`src/rtl/wdt_pkg.sv`:
```
`timescale 1ns/1ps
package wdt_pkg;
  localparam int CNT_W = 7;
  localparam logic [CNT_W-1:0] CNT_INIT  = 7'h7F;
  localparam logic [CNT_W-1:0] WARN_VAL  = 7'h40;
  localparam logic [CNT_W-1:0] WIN_INIT  = 7'h7F;

  localparam logic [3:0] OFS_CTRL = 4'h0;
  localparam logic [3:0] OFS_CFG  = 4'h4;
  localparam logic [3:0] OFS_STAT = 4'h8;

  typedef struct packed {
    logic             ew_en;
    logic [1:0]       tb;
    logic [CNT_W-1:0] win;
  } cfg_t;
endpackage

```
`src/rtl/wdt_prescale.sv`:
```
`timescale 1ns/1ps
module wdt_prescale #(
  parameter int PRE_DIV = 4096,
  parameter int TB_W    = 2
) (
  input  logic            clk,
  input  logic            rst,
  input  logic            run,
  input  logic            clr,
  input  logic [TB_W-1:0] tb,
  output logic            tick
);
  localparam int NSEL  = 2 ** TB_W;
  localparam int PRE_W = $clog2(PRE_DIV) + NSEL - 1;

  logic [PRE_W-1:0] lim_m1 [NSEL];
  logic [PRE_W-1:0] div_q;
  logic             hit;

  for (genvar i = 0; i < NSEL; i++) begin : g_lim
    assign lim_m1[i] = PRE_W'((PRE_DIV << i) - 1);
  end

  assign hit  = (div_q == lim_m1[tb]);
  assign tick = run & hit;

  always_ff @(posedge clk) begin
    if (rst)        div_q <= '0;
    else if (clr)   div_q <= '0;
    else if (run)   div_q <= hit ? '0 : div_q + 1'b1;
  end
endmodule

```
`src/rtl/wdt_counter.sv`:
```
`timescale 1ns/1ps
module wdt_counter
  import wdt_pkg::*;
(
  input  logic             clk,
  input  logic             rst,
  input  logic             ctrl_wr,
  input  logic             wr_arm,
  input  logic [CNT_W-1:0] wr_cnt,
  input  logic             stat_wr,
  input  logic             wr_flag,
  input  logic             tick,
  input  logic [CNT_W-1:0] win,
  output logic             act_q,
  output logic [CNT_W-1:0] cnt_q,
  output logic             flag_q,
  output logic             rst_req_q
);
  logic early_bad;
  logic value_bad;
  logic underflow;
  logic warn_set;

  assign early_bad = act_q & (cnt_q > win);
  assign value_bad = act_q & ~wr_cnt[CNT_W-1];
  assign underflow = ~ctrl_wr & tick & (cnt_q == WARN_VAL);
  assign warn_set  = ~ctrl_wr & tick & (cnt_q == WARN_VAL + 1'b1);

  always_ff @(posedge clk) begin
    if (rst) begin
      act_q     <= 1'b0;
      cnt_q     <= CNT_INIT;
      rst_req_q <= 1'b0;
    end else begin
      rst_req_q <= underflow | (ctrl_wr & (early_bad | value_bad));
      if (ctrl_wr) begin
        act_q <= act_q | wr_arm;
        cnt_q <= wr_cnt;
      end else if (tick) begin
        cnt_q <= cnt_q - 1'b1;
      end
    end
  end

  always_ff @(posedge clk) begin
    if (rst)                      flag_q <= 1'b0;
    else if (warn_set)            flag_q <= 1'b1;
    else if (stat_wr && !wr_flag) flag_q <= 1'b0;
  end
endmodule

```
`src/rtl/wdt_regs.sv`:
```
`timescale 1ns/1ps
module wdt_regs
  import wdt_pkg::*;
#(
  parameter int ADDR_W = 4,
  parameter int DATA_W = 32
) (
  input  logic              clk,
  input  logic              rst,
  input  logic [ADDR_W-1:0] bus_addr,
  input  logic              bus_wr,
  input  logic              bus_rd,
  input  logic [DATA_W-1:0] bus_wdata,
  input  logic              act,
  input  logic [CNT_W-1:0]  cnt,
  input  logic              flag,
  output logic              ctrl_wr,
  output logic              stat_wr,
  output cfg_t              cfg_q,
  output logic [DATA_W-1:0] bus_rdata
);
  localparam int CFG_W = $bits(cfg_t);

  logic sel_ctrl, sel_cfg, sel_stat;
  logic unused_hi;

  assign sel_ctrl  = (bus_addr == ADDR_W'(OFS_CTRL));
  assign sel_cfg   = (bus_addr == ADDR_W'(OFS_CFG));
  assign sel_stat  = (bus_addr == ADDR_W'(OFS_STAT));
  assign ctrl_wr   = bus_wr & sel_ctrl;
  assign stat_wr   = bus_wr & sel_stat;
  assign unused_hi = ^bus_wdata[DATA_W-1:CFG_W];

  always_ff @(posedge clk) begin
    if (rst) begin
      cfg_q <= '{ew_en: 1'b0, tb: 2'd0, win: WIN_INIT};
    end else if (bus_wr && sel_cfg) begin
      cfg_q <= cfg_t'(bus_wdata[CFG_W-1:0]);
    end
  end

  always_ff @(posedge clk) begin
    if (rst) begin
      bus_rdata <= '0;
    end else if (bus_rd) begin
      if (sel_ctrl)      bus_rdata <= DATA_W'({act, cnt});
      else if (sel_cfg)  bus_rdata <= DATA_W'(cfg_q);
      else if (sel_stat) bus_rdata <= DATA_W'(flag);
      else               bus_rdata <= '0;
    end
  end
endmodule

```
`src/rtl/window_watchdog.sv`:
```
`timescale 1ns/1ps
module window_watchdog
  import wdt_pkg::*;
#(
  parameter int ADDR_W  = 4,
  parameter int DATA_W  = 32,
  parameter int PRE_DIV = 4096,
  parameter int TB_W    = 2
) (
  input  logic              clk,
  input  logic              rst,
  input  logic [ADDR_W-1:0] bus_addr,
  input  logic              bus_wr,
  input  logic              bus_rd,
  input  logic [DATA_W-1:0] bus_wdata,
  output logic [DATA_W-1:0] bus_rdata,
  input  logic              dbg_halt,
  input  logic              halt_freeze_en,
  output logic              sys_rst_req,
  output logic              ew_irq
);
  logic             ctrl_wr, stat_wr, tick, run;
  logic             act_q, flag_q;
  logic [CNT_W-1:0] cnt_q;
  cfg_t             cfg_q;

  assign run    = act_q & ~(dbg_halt & halt_freeze_en);
  assign ew_irq = flag_q & cfg_q.ew_en;

  wdt_regs #(.ADDR_W(ADDR_W), .DATA_W(DATA_W)) u_regs (
    .clk(clk), .rst(rst), .bus_addr(bus_addr), .bus_wr(bus_wr),
    .bus_rd(bus_rd), .bus_wdata(bus_wdata), .act(act_q), .cnt(cnt_q),
    .flag(flag_q), .ctrl_wr(ctrl_wr), .stat_wr(stat_wr), .cfg_q(cfg_q),
    .bus_rdata(bus_rdata)
  );

  wdt_prescale #(.PRE_DIV(PRE_DIV), .TB_W(TB_W)) u_pre (
    .clk(clk), .rst(rst), .run(run), .clr(ctrl_wr), .tb(cfg_q.tb),
    .tick(tick)
  );

  wdt_counter u_cnt (
    .clk(clk), .rst(rst), .ctrl_wr(ctrl_wr), .wr_arm(bus_wdata[CNT_W]),
    .wr_cnt(bus_wdata[CNT_W-1:0]), .stat_wr(stat_wr), .wr_flag(bus_wdata[0]),
    .tick(tick), .win(cfg_q.win), .act_q(act_q), .cnt_q(cnt_q),
    .flag_q(flag_q), .rst_req_q(sys_rst_req)
  );
endmodule

```
`config.mk`:
```
export PLATFORM = sky130hd
export DESIGN_NAME = window_watchdog
export DESIGN_NICKNAME = d
export VERILOG_FILES = /design/src/rtl/wdt_pkg.sv /design/src/rtl/wdt_prescale.sv /design/src/rtl/wdt_counter.sv /design/src/rtl/wdt_regs.sv /design/src/rtl/window_watchdog.sv
export SDC_FILE = /design/constraint.sdc
export NUM_CORES = 1
export LEC_CHECK = 0
export BUFFER_PORTS_ARGS = -buffer_cell sky130_fd_sc_hd__buf_2
export CAP_MARGIN = 10
export CORE_MARGIN = 2
export CORE_UTILIZATION = 55
export CTS_CLUSTER_DIAMETER = 80
export CTS_CLUSTER_SIZE = 40
export DETAILED_ROUTE_END_ITERATION = 16
export GPL_TIMING_DRIVEN = 0
export PLACE_DENSITY = 0.93
export SLEW_MARGIN = 20
export SYNTH_ARGS = -nofsm -noshare
export SYNTH_HDL_FRONTEND = slang
export SYNTH_SLANG_ARGS = --single-unit
```
`constraint.sdc`:
```
create_clock -name clk -period 4.5 [get_ports clk]
set_input_delay 0 -clock clk [delete_from_list [all_inputs] [get_ports clk]]
set_output_delay 0 -clock clk [all_outputs]
set_load 0.02 [all_outputs]
```
==> flow_metrics.py <==
metrics = {
    "outcome": {
        "status": "finished, final reports clean",
    },
    "synth": {
        "async_flop_share": 0,
        "synth-seq-cells": 45,
        "yosysSeqAreaShare": 0.363,
        "synth_top_area_frac": 0.363,
        "yosysUniqueCellTypes": 48,
        "syn_area_per_cell_um2": 8.33,
        "synth-edff-count": 0,
        "synth_area_um2": 2480,
        "synth_largest_area_cell": "dfxtp_1",
        "ys_warn_count": 0,
        "synth_area_leaders": "dfxtp_1 (36%), buf_4 (6.7%), ha_1 (5.0%), nand3_1 (4.4%), xor2_1 (4.2%)",
        "synthFlopType": "dfxtp_1",
        "synth_cells": 298,
    },
    "global_routing": {
        "antenna_found_initial": 0,
        "grt-ovfl-total": 0,
        "grt_pass1_wl_um": 9390,
        "grt_usage": 0.233,
        "grt_pass1_vias": 2109,
        "grt_max_degree": 14,
    },
    "detailed_routing": {
        "wl_per_cell_um": 13.7,
        "drtIter0Drc": 159,
        "vias": 2284,
        "drc": 0,
        "finalWirelength_um": 5700,
        "viasPerCell": 5.49,
        "antenna_left": 0,
        "drt-pass1-iter-count": 4,
    },
    "cells_and_area": {
        "layout_common_cells": "dfxtp_1 (45), buf_2 (29), nand2_1 (27)",
        "antenna_cells": 0,
        "area_growth_pct": 20.0,
        "multi_input_area_um2": 1400,
        "stdcell_count": 416,
        "nets": 415,
        "fin_area_um2": 2980,
        "nFillCells": 313,
        "fin_util": 0.684,
        "seqCellArea_um2": 901,
        "layout_commonest_cell": "dfxtp_1",
        "drive_gt1_frac": 0.195,
    },
    "timing": {
        "period_needed_ns": 2.19,
        "setup_violations": 0,
        "fmax_ghz": 0.456,
        "rsz0062_at_grt": "no",
        "hold_violations": 0,
        "worst_pin_slew_ns": 0.757,
        "finalCritPeriodShare": 0.487,
        "finalSetupTns_ns": 0,
        "slew_headroom": 0.491,
        "fin_worst_skew_ns": 0.00829,
        "drv_slew": 0,
    },
    "placement": {
        "gp_congestion": 0.917,
        "place_area_um2": 2770,
        "dp_hpwl_um": 4170,
        "placedCellCount": 399,
        "io_buffers": 28,
    },
    "worst_setup_path": {
        "critPathRequiredTime_ns": 4.69,
        "reg2reg_setup_slack_ns": 2.31,
        "start_kind": "flop",
        "critPathCaptureType": "flop",
        "cp.arrival_ns": 2.38,
        "worstPathMaxFanout": 10,
        "crit_type": "reg2reg",
    },
    "floorplan": {
        "dieArea_um2": 5070,
        "io_pins": 76,
        "rows": 24,
        "start_util": 0.570,
        "die-width_um": 71.2,
        "design.core.area_um2": 4350,
        "dieHeight_um": 71.2,
    },
    "clock_network": {
        "clockRootBuffer": "clkbuf_8",
        "cts_made_buffers": 5,
        "htreeDepth": 2,
        "cts_sinks": 45,
        "tritoncts": "built",
        "clk_pin_slew_ns": 0.08,
        "clockBufferDepth": 2,
        "cts_setup_buffers": 0,
        "cts-resized-gates": 0,
        "insertion_delay_ns": 0.30,
    },
    "worst_hold_path": {
        "holdCritPathClass": "in2reg",
    },
    "power_and_ir_drop": {
        "vdd_drop_max_mv": 0.169,
        "p_per_area_nw_per_um2": 273,
        "finalPower_uw": 813,
        "p_leak_nw": 1.27,
    },
    "run": {
        "maxCapViolCount": 0,
    },
}
[metrics by stage]
stage	worst slack, ns	hold WS, ns
after floorplan	2.64	0.124
after global placement	2.20	0.246
after detailed placement	2.38	0.252
after CTS	2.35	0.0392
after global routing	2.19	0.0373
final	2.31	0.0445
[power by group]
group / internal, mW / switching (mW)
logic: 0.0391 / 0.0551
clock network: 0.181 / 0.133
registers: 0.402 / 0.00345
[sequential cells by signal, indices dropped and copies added (netlist names)]
signal and cells:
u_pre.div_q 15, u_regs.bus_rdata 10, u_regs.cfg_q 10, u_cnt.cnt_q 7, u_cnt.act_q 1, u_cnt.flag_q 1, u_cnt.rst_req_q 1
[critical path: stages, from the launching register on]
cell	delay (ns)
dfxtp_1	0.42
and4_1	0.27
and3_1	0.18
clkbuf_1	0.34
o21ai_0	0.27
o21ai_1	0.27
buf_2	0.26
nor2_1	0.07
[cell type report]
type | count | area share
timing repair buffer | 37 | 0.0773
tap | 52 | 0.0218
multi-input combinational | 226 | 0.471
clock inverter | 1 | 0.0101
inverter | 12 | 0.0151
buffer | 36 | 0.0735
clock buffer | 7 | 0.0290
sequential | 45 | 0.302
[cell usage after synthesis, types with 2 or more instances]
library cell and number:
nand4_1 8, and3_1 2, o2111ai_1 3, mux2_2 6
nand2_1 27, o22ai_1 3, clkbuf_1 12, a21oi_1 18
inv_1 12, nor2_1 21, a211oi_1 2, or3_1 4
o211ai_1 6, a31oi_1 2, nor3b_1 2, nor3_1 12
o21ai_0 5, xnor2_1 3, o31ai_1 2, buf_4 22
or4_1 2, nor4_1 3, nand3_1 22, nand2b_1 11
ha_1 10, dfxtp_1 45, xor2_1 12
[per-layer routing]
layer / share of wire / up-vias / global-route usage / wire, µm
met5: 0 / - / 0 / 0
met4: 0.020 / 0 / 0.0860 / 115
met3: 0.053 / 11 / 0.0456 / 302
met2: 0.49 / 77 / 0.402 / 2810
met1: 0.43 / 1060 / 0.285 / 2480
li1: - / 1136 / - / -
[path summary, 6_finish.rpt]
path                                      end  depth (start not counted)                        startpoint
max               u_pre.div_q[6]$_SDFFE_PP0P_                          7       u_pre.div_q[6]$_SDFFE_PP0P_
min               u_cnt.cnt_q[6]$_SDFFE_PP1P_                          2                      bus_wdata[6]
max reg2reg       u_pre.div_q[6]$_SDFFE_PP0P_                          7       u_pre.div_q[6]$_SDFFE_PP0P_
min reg2reg  u_regs.bus_rdata[1]$_SDFFE_PP0P_                          2  u_regs.bus_rdata[1]$_SDFFE_PP0P_
[kinds of logic after synthesis]
group,Yosys count,share of synthesized area
AOI/OAI and AO/OA,51,0.147
other,1,0.00151
xor gates and xnor gates,15,0.0529
muxes,7,0.0312
and+or+nand+nor,121,0.248
buffers and inverters,48,0.106
DFF,45,0.363
adders and majority gates,10,0.0504
[timing repair]
item	4_1_cts	5_1_grt
hold buffers	9	0
endpoints found under the setup margin	0	0
endpoints found under the hold margin	12	0
Note: power is estimated with default switching activity, not from simulation.
